==> src/rtl/divcfg_pkg.sv <==
package divcfg_pkg;
  localparam int M_W     = 9;
  localparam int N_W     = 2;
  localparam int T_W     = 2;
  localparam int FRAME_W = T_W + 1 + N_W + M_W;

  // MSB is the first bit shifted in
  typedef struct packed {
    logic [T_W-1:0] t;
    logic           nul;
    logic [N_W-1:0] n;
    logic [M_W-1:0] m;
  } frame_t;

  typedef enum logic [T_W-1:0] {
    TSEL_LOW   = 2'b00,
    TSEL_SDATA = 2'b01,
    TSEL_MDIV  = 2'b10,
    TSEL_FOUT  = 2'b11
  } tsel_e;
endpackage

==> src/rtl/cfg_sync.sv <==
module cfg_sync #(
  parameter int             W       = 1,
  parameter int             STAGES  = 2,
  parameter logic [W-1:0]   RST_VAL = '0
) (
  input  logic         clk_i,
  input  logic         rst_ni,
  input  logic [W-1:0] d_i,
  output logic [W-1:0] q_o
);
  logic [W-1:0] stage_q [STAGES];

  for (genvar g = 0; g < STAGES; g++) begin : g_stage
    always_ff @(posedge clk_i or negedge rst_ni) begin
      if (!rst_ni)    stage_q[g] <= RST_VAL;
      else if (g == 0) stage_q[g] <= d_i;
      else            stage_q[g] <= stage_q[(g > 0) ? g-1 : 0];
    end
  end

  assign q_o = stage_q[STAGES-1];
endmodule

==> src/rtl/cfg_shifter.sv <==
module cfg_shifter #(
  parameter int W = 14
) (
  input  logic         clk_i,
  input  logic         rst_ni,
  input  logic         shift_i,
  input  logic         bit_i,
  output logic [W-1:0] sr_o,
  output logic [W-1:0] sr_nxt_o
);
  logic [W-1:0] sr_q;

  assign sr_nxt_o = {sr_q[W-2:0], bit_i};
  assign sr_o     = sr_q;

  always_ff @(posedge clk_i or negedge rst_ni) begin
    if (!rst_ni)      sr_q <= '0;
    else if (shift_i) sr_q <= sr_nxt_o;
  end

  assert_shift_in_R3: assert property (@(posedge clk_i) disable iff (!rst_ni)
    shift_i |=> (sr_q[0] == $past(bit_i)) && (sr_q[W-1:1] == $past(sr_q[W-2:0])));

  assert_shift_idle_R3: assert property (@(posedge clk_i) disable iff (!rst_ni)
    !shift_i |=> $stable(sr_q));
endmodule

==> src/rtl/cfg_test_mux.sv <==
module cfg_test_mux
  import divcfg_pkg::*;
(
  input  tsel_e sel_i,
  input  logic  par_mode_i,
  input  logic  sdata_i,
  input  logic  mdiv_i,
  input  logic  fout_i,
  output logic  test_o
);
  always_comb begin
    unique case (sel_i)
      TSEL_LOW:   test_o = 1'b0;
      TSEL_SDATA: test_o = sdata_i;
      TSEL_MDIV:  test_o = mdiv_i;
      TSEL_FOUT:  test_o = fout_i;
      default:    test_o = 1'b0;
    endcase
    if (par_mode_i) test_o = 1'b0;
  end
endmodule

==> src/rtl/divcfg_loader.sv <==
module divcfg_loader
  import divcfg_pkg::*;
#(
  parameter int          SYNC_STAGES = 2,
  parameter logic [8:0]  M_RST       = 9'd25,
  parameter logic [8:0]  M_LOCK_MIN  = 9'd23,
  parameter logic [8:0]  M_LOCK_MAX  = 9'd27
) (
  input  logic           clk_i,
  input  logic           rst_ni,
  input  logic           par_load_ni,
  input  logic [M_W-1:0] par_m_i,
  input  logic [N_W-1:0] par_n_i,
  input  logic           p_pin_i,
  input  logic           ser_clk_i,
  input  logic           ser_data_i,
  input  logic           ser_load_i,
  input  logic           mdiv_fb_i,
  input  logic           fout_cmos_i,
  output logic [M_W-1:0] m_o,
  output logic [N_W-1:0] n_o,
  output logic           p_sel_o,
  output logic           test_o,
  output logic           m_range_err_o
);
  localparam int NSYNC = 5;

  // {p_pin, ser_load, ser_clk, ser_data, par_load_n}
  logic [NSYNC-1:0] pins_s;
  logic par_s, sdata_s, sclk_s, ld_s, p_s;
  logic sclk_q, ld_q;
  logic sclk_rise, ld_rise, shift;
  logic [FRAME_W-1:0] sr, sr_nxt;
  frame_t fr_cur, fr_nxt;

  logic [M_W-1:0] m_q;
  logic [N_W-1:0] n_q;
  logic [T_W-1:0] t_q;
  logic           p_q;

  cfg_sync #(.W(NSYNC), .STAGES(SYNC_STAGES), .RST_VAL(5'b00001)) u_sync (
    .clk_i (clk_i),
    .rst_ni(rst_ni),
    .d_i   ({p_pin_i, ser_load_i, ser_clk_i, ser_data_i, par_load_ni}),
    .q_o   (pins_s)
  );

  assign {p_s, ld_s, sclk_s, sdata_s, par_s} = pins_s;

  always_ff @(posedge clk_i or negedge rst_ni) begin
    if (!rst_ni) begin
      sclk_q <= 1'b0;
      ld_q   <= 1'b0;
    end else begin
      sclk_q <= sclk_s;
      ld_q   <= ld_s;
    end
  end

  assign sclk_rise = sclk_s & ~sclk_q;
  assign ld_rise   = ld_s & ~ld_q;
  assign shift     = par_s & sclk_rise;

  cfg_shifter #(.W(FRAME_W)) u_shifter (
    .clk_i   (clk_i),
    .rst_ni  (rst_ni),
    .shift_i (shift),
    .bit_i   (sdata_s),
    .sr_o    (sr),
    .sr_nxt_o(sr_nxt)
  );

  assign fr_cur = frame_t'(sr);
  assign fr_nxt = frame_t'(sr_nxt);

  always_ff @(posedge clk_i or negedge rst_ni) begin
    if (!rst_ni) begin
      m_q <= M_RST;
      n_q <= '0;
      t_q <= '0;
      p_q <= 1'b0;
    end else begin
      p_q <= p_s;
      if (!par_s) begin
        m_q <= par_m_i;
        n_q <= par_n_i;
      end else if (ld_s && sclk_rise) begin
        // strobe held high: settings track each shift
        m_q <= fr_nxt.m;
        n_q <= fr_nxt.n;
        t_q <= fr_nxt.t;
      end else if (ld_rise) begin
        m_q <= fr_cur.m;
        n_q <= fr_cur.n;
        t_q <= fr_cur.t;
      end
    end
  end

  cfg_test_mux u_test_mux (
    .sel_i     (tsel_e'(t_q)),
    .par_mode_i(~par_s),
    .sdata_i   (sdata_s),
    .mdiv_i    (mdiv_fb_i),
    .fout_i    (fout_cmos_i),
    .test_o    (test_o)
  );

  assign m_o           = m_q;
  assign n_o           = n_q;
  assign p_sel_o       = p_q;
  assign m_range_err_o = (m_q < M_LOCK_MIN) || (m_q > M_LOCK_MAX);

  assert_par_track_R1: assert property (@(posedge clk_i) disable iff (!rst_ni)
    !par_s |=> (m_q == $past(par_m_i)) && (n_q == $past(par_n_i)));

  assert_hold_R2: assert property (@(posedge clk_i) disable iff (!rst_ni)
    (par_s && !ld_rise && !(ld_s && sclk_rise)) |=> ($stable(m_q) && $stable(n_q)));

  assert_latch_R5: assert property (@(posedge clk_i) disable iff (!rst_ni)
    (par_s && !ld_s) |=> ($stable(m_q) && $stable(n_q) && $stable(t_q)));

  assert_test_low_R8: assert property (@(posedge clk_i) disable iff (!rst_ni)
    !par_s |-> !test_o);

  assert_psel_R9: assert property (@(posedge clk_i) disable iff (!rst_ni)
    $stable(p_s) |=> $stable(p_sel_o));

  assert_t_kept_R10: assert property (@(posedge clk_i) disable iff (!rst_ni)
    !par_s |=> $stable(t_q));
endmodule

==> config.mk <==
export PLATFORM = sky130hd
export DESIGN_NAME = divcfg_loader
export DESIGN_NICKNAME = d
export VERILOG_FILES = /design/src/rtl/divcfg_pkg.sv /design/src/rtl/cfg_sync.sv /design/src/rtl/cfg_shifter.sv /design/src/rtl/cfg_test_mux.sv /design/src/rtl/divcfg_loader.sv
export SDC_FILE = /design/constraint.sdc
export NUM_CORES = 1
export LEC_CHECK = 0
export BUFFER_PORTS_ARGS = -buffer_cell sky130_fd_sc_hd__buf_2
export CAP_MARGIN = 0
export CORE_MARGIN = 2
export CORE_UTILIZATION = 45
export CTS_CLUSTER_DIAMETER = 100
export DETAILED_ROUTE_END_ITERATION = 8
export HOLD_SLACK_MARGIN = 0.02
export PLACE_DENSITY = 0.82
export SYNTH_ARGS = -nofsm -noshare
export SYNTH_HDL_FRONTEND = slang
export SYNTH_SLANG_ARGS = --single-unit
==> constraint.sdc <==
create_clock -name clk_i -period 1.2 [get_ports clk_i]
set_input_delay 0.24 -clock clk_i [delete_from_list [all_inputs] [get_ports clk_i]]
set_output_delay 0.24 -clock clk_i [all_outputs]
set_load 0.005 [all_outputs]
## After elaboration in Yosys (flattened, before gate mapping)

Index checks and enable logic that the tools add are counted.
Widths: inputs -> output; s select.

| storage, ports and cells | value |
|---|---|
| flip-flop bits (word level) | 40 |
| logic and storage cells | 35 |
| bits of input ports | 20 |

| operators by class | value |
|---|---|
| multiplexer cells | 10 |
| reduce and logical (&&, ||, !) cells | 5 |
| order comparisons | 2 |
| bitwise operators | 5 |
| eq/ne operators | 4 |

Operator list:

| operator | number |
|---|---|
| $mux 9 | 3 |
| $mux 2 | 5 |
| $gt 9x5->1 const B | 1 |
| $lt 9x5->1 const B | 1 |
| $eq 2x2->1 const B | 2 |
| $pmux 1 s4 | 1 |
| $and 1x1->1 | 3 |
| $ne 3x3->1 const B | 1 |
| $eq 2x1->1 const B | 1 |
| $logic_not 2->1 | 1 |
| $not 1->1 | 2 |
| $reduce_and 2->1 | 1 |
| $reduce_bool 2->1 | 1 |
| $logic_and 1x1->1 | 1 |
| $logic_or 1x1->1 | 1 |
| $mux 1 | 1 |

## Logic depth before layout (Yosys ltp)

| depth | value |
|---|---|
| word-level depth | 5 |
| gate-level depth with buffers | 5 |

## Hierarchy

From an unflattened synthesis, not the netlist that was laid out.

| second synthesis, totals | value |
|---|---|
| cell total of the unflattened synthesis | 132 |
| area total of the unflattened synthesis | 1765.4 um^2 |

By module, submodules not included:

| module | cells an instance | times used | area an instance (um^2) |
|---|---|---|---|
| divcfg_loader | 71 | 1 | 823.3 |
| cfg_shifter | 43 | 1 | 624.3 |
| cfg_sync | 15 | 1 | 290.3 |
| cfg_test_mux | 3 | 1 | 27.5 |

## Worst setup path after synthesis

OpenSTA, ideal clock, no wires.

| timing | value |
|---|---|
| path kind | reg-to-reg |
| start point | register u_sync.stage_q (netlist bit u_sync.q_o[2]) |
| end point | register m_q[1], in the netlist m_o[1] |
| library setup time | 130 ps |
| cell stages (with the launch flop) | 5 |
| period minus slack after synthesis | 1175 ps |
| data arrival time | 1045 ps |
| path slack | 25 ps |
| path through | dfrtp_1 nor2b_4 o211ai_1 buf_4 o21ai_0 |

| between the ends | value |
|---|---|
| longest elaborated chain between the ends | 4 |
| elaborated cells on any way between the ends | 5 |
| classes of those cells | eq/ne: 1; mux: 2; bitwise: 1; reduce/logical: 1 |

Ends and longest elaborated chain:

| item | line | text |
|---|---|---|
| start: declaration | cfg_sync.sv:11 | `logic [W-1:0] stage_q [STAGES];` |
| start signal: indexed assignment | cfg_sync.sv:16 | `else if (g == 0) stage_q[g] <= d_i;` |
| start signal: indexed assignment | cfg_sync.sv:17 | `else stage_q[g] <= stage_q[(g > 0) ? g-1 : 0];` |
| $and 1x1->1 (*) | divcfg_loader.sv:60 | `assign sclk_rise = sclk_s & ~sclk_q;` |
| $logic_and 1x1->1 (*) | divcfg_loader.sv:87 | `end else if (ld_s && sclk_rise) begin` |
| $mux 9 | divcfg_loader.sv:87 |  |
| $mux 9 | divcfg_loader.sv:84 | `if (!par_s) begin` |
| end signal: assignment | divcfg_loader.sv:85 | `m_q <= par_m_i;` |
| end signal: assignment | divcfg_loader.sv:89 | `m_q <= fr_nxt.m;` |
| end signal: assignment | divcfg_loader.sv:93 | `m_q <= fr_cur.m;` |
| end: declaration | divcfg_loader.sv:36 | `logic [M_W-1:0] m_q;` |

Mark *: on every way between the ends. The rest lies on a longest branch, timed or not.
A chain may end at the register's enable or synchronous reset.

## Worst setup path after layout

| timing | value |
|---|---|
| start point | register t_q[0] |
| end point | output test_o |

| between the ends | value |
|---|---|
| longest elaborated chain between the ends | 3 |
| elaborated cells on any way between the ends | 6 |
| classes of those cells | eq/ne: 3; mux: 2; reduce/logical: 1 |

Ends and longest elaborated chain:

| item | line | text |
|---|---|---|
| start: declaration | divcfg_loader.sv:38 | `logic [T_W-1:0] t_q;` |
| start signal: assignment | divcfg_loader.sv:91 | `t_q <= fr_nxt.t;` |
| start signal: assignment | divcfg_loader.sv:95 | `t_q <= fr_cur.t;` |
| $eq 2x2->1 (tied with other cells) | cfg_test_mux.sv:12 | `unique case (sel_i)` |
| $pmux 1 s4 (*) | cfg_test_mux.sv:12 |  |
| $mux 1 (*) | cfg_test_mux.sv:19 | `if (par_mode_i) test_o = 1'b0;` |
| end: declaration | divcfg_loader.sv:23 | `output logic test_o,` |

Marked as above.

==> qor.tcl <==
set qor(outcome) {finished with violations}
set qor(violations) {setup timing}
set qor(placementRows) 21
set qor(post_synthesis_area_per_instance_um2) 13.99
set qor(worstRegToRegCells) 8
set qor(setup_violations) 32
set qor(detail_route.iter0.violations) 50
set qor(path_clk_slew_ps) 120
set qor(place.port_buffers) 33
set qor(cts.htree.levels) 2
set qor(cp-start-kind) {flip-flop}
set qor(setup-tns-final_ps) -7836
set qor(globalRoute.totalOverflow) 0
set qor(place_congestion) 0.7668
set qor(pre_cts_slack_ps) -159.4
set qor(p_leak_nw) 1.107
set qor(vdd_drop_max_uv) 555.9
set qor(ys_seq_elements) 40
set qor(ios) 34
set qor(finalWorstSetupSlack_ps) -414.7
set qor(die_width_um) 63.80
set qor(cts_root_buffer) {clkbuf_4}
set qor(vias_per_cell) 5.402
set qor(netlist_top_cells_area) {dfrtp_1 (54%), mux2_2 (10%), mux2i_1 (8.7%)}
set qor(drt_first_pass_iters) 4
set qor(critical_path_class) {flip-flop to primary output}
set qor(syn-instance-count) 115
set qor(core_um2) 3390
set qor(drive_above_1_share_pct) 54.49
set qor(drv_cap) 0
set qor(numCtsBuffers) 5
set qor(dieArea_um2) 4070
set qor(number_of_antenna_violations_at_the_first_check_in_global_routing) 0
set qor(vias) 1210
set qor(grt_use_total_pct) 22.05
set qor(global_route_wire_length_before_repair_um) 6541
set qor(clk_latency_ps) 340
set qor(inst_count_dp) 197
set qor(min_delay_path_depth) 3
set qor(layout.nets) 197
set qor(detail_route.drc_violations) 0
set qor(rr_endpoint) {t_q[0]}
set qor(yosys_warnings) 0
set qor(slew_headroom_pct) 76.06
set qor(synth.top_cell.area_share_pct) 54.43
set qor(finalWirelength_um) 4072
set qor(layout.cells.most_common) {dfrtp_1}
set qor(finalCriticalPeriod_ps) 1615
set qor(fillCellCount) 209
set qor(netlist.top_cell.by_area) {dfrtp_1}
set qor(hold_viol_final) 0
set qor(initial_core_util_pct) 47.47
set qor(power.total_w) 0.003187
set qor(drv_slew) 0
set qor(clock_path_buffers) 2
set qor(final_cell_count_no_fill) 224
set qor(min_path_type) {primary input to flip-flop}
set qor(crit_path_end_kind) {primary output}
set qor(wire_per_inst_um) 18.18
set qor(synth_fp_nets) 135
set qor(syn-cell-area_um2) 1609
set qor(antenna_violating_nets_post_route) 0
set qor(cts.sink_count) 40
set qor(fin_worst_skew_ps) 10.68
set qor(number_of_global_route_vias_before_repair) 1312
set qor(r2r_start) {u_sync.q_o[0]}
set qor(n_antenna_cell) 0
set qor(proportion_of_synthesized_chip_area_in_sequential_cells_pct) 62.60
set qor(cp_data_arrival_time_ps) 1370
set qor(worstHoldStart) {par_n_i[1]}
set qor(required_ps) 960
set qor(worst_pin_slew_ps) 359.1
set qor(synth_cell_type_count) 21
set qor(final_min_period_over_clock_period_pct) 134.6
set qor(max_clock_freq_ghz) 0.6193
set qor(reg2reg_setup_slack_ps) -320
set qor(post-route-util_pct) 67.52
set qor(synthToLayoutAreaGrowth_pct) 42.22
set qor(place_hpwl_um) 2082
set qor(cts_tree) {built}
set qor(largest_net_degree_at_the_start_of_global_routing) 41
set qor(p_per_area_nw_per_um2) 1392
set qor(path_max_fanout) 2
set qor(floorplan.die.height_um) 63.80
set qor(grt_setup_unrepaired) {yes}
set qor(top_library_cells_by_usage_in_the_layout_fill_and_taps_aside) {dfrtp_1 (35), buf_2 (30), mux2_2 (13)}
set qor(hold-path-endpoint) {n_o[1]}
-- worst max-delay path, cell delays in order (launching register included) --
cell and delay, ps:
dfrtp_1 420, mux2_4 320, a21oi_4 140, nor2_1 50
buf_2 120
-- metal layers --
layer	vias up	wire (um)	global-route usage (%)
li1	544	-	-
met1	613	1573	23.79
met2	39	2210	38.41
met3	14	148	5.986
met4	0	140	13.04
met5	-	0	0
-- Yosys cell counts --
master	n
o211ai_1	1
nand3_1	2
o21ai_0	12
buf_2	1
nor2b_4	1
inv_1	2
nand2_4	1
nand2_2	1
nor4_1	1
nand2_1	4
buf_4	2
dfstp_2	5
mux2_2	15
mux2i_1	14
nor2_1	2
o21ai_1	1
dfrtp_1	35
buf_6	2
a22oi_1	11
a21oi_1	1
o22ai_2	1
-- layout make-up --
type	count	area, um2	area share, %
sequential	40	1007	44.01
multi-input combinational	69	671.9	29.36
timing repair buffer	59	485.5	21.21
clock buffer	8	58.81	2.570
tap	46	57.56	2.515
inverter	2	7.507	0.3280
-- through the flow --
| stage | hold slack, ps | cell area [um2] |
|---|---|---|
| after detailed placement | 223.5 | 1874 |
| after floorplan | -55.59 | 1609 |
| after global routing | 142.0 | 2288 |
| final | 142.3 | 2288 |
| after CTS | 129.0 | 2242 |
| after global placement | 215.6 | 1874 |
-- state kept, by name (all words and copies together), names as in the netlist --
name            cells
t_q                 2
u_sync.q_o          5
p_sel_o             1
ld_q                1
u_shifter.sr_o     14
sclk_q              1
m_o                 9
n_o                 2
u_sync.stage_q      5
-- where the power goes --
group | leakage (nW) | switching (W) | total (W) | internal [W]
Sequential | 0.490 | 0.000211 | 0.00177 | 0.00156
Combinational | 0.585 | 0.000314 | 0.000710 | 0.000396
Clock | 0.0326 | 0.000415 | 0.000705 | 0.000290
-- worst max path at each step --
| stage | startpoint | cells past startpoint | endpoint |
|---|---|---|---|
| 2_1_floorplan | u_sync.q_o[2] | 4 | m_o[1] |
| 3_3_place_gp | t_q[0] | 4 | test_o |
| 3_5_place_dp | u_sync.q_o[0] | 4 | m_o[4] |
| 4_1_cts | t_q[0] | 4 | test_o |
| 5_1_grt | t_q[0] | 6 | test_o |
| 6_report | t_q[0] | 4 | test_o |
-- logic make-up after synthesis --
logic type             share of synthesized area [%]
flip-flops                                     62.60
multiplexers                                   19.21
AO/OA/AOI/OAI                                  10.73
AND/OR/NAND/NOR                                4.355
buffers and inverters                          3.110
-- timing repair --
item | CTS | global route
gates resized for setup | 42 | 9
pin swaps | 12 | 2
endpoints found under the hold margin | 40 | 0
cloned | 3 | 0
setup buffers | 8 | 4
hold buffers | 6 | 0
setup endpoints to repair | 32 | 32
No activity file was read; power rests on OpenSTA's default activity.
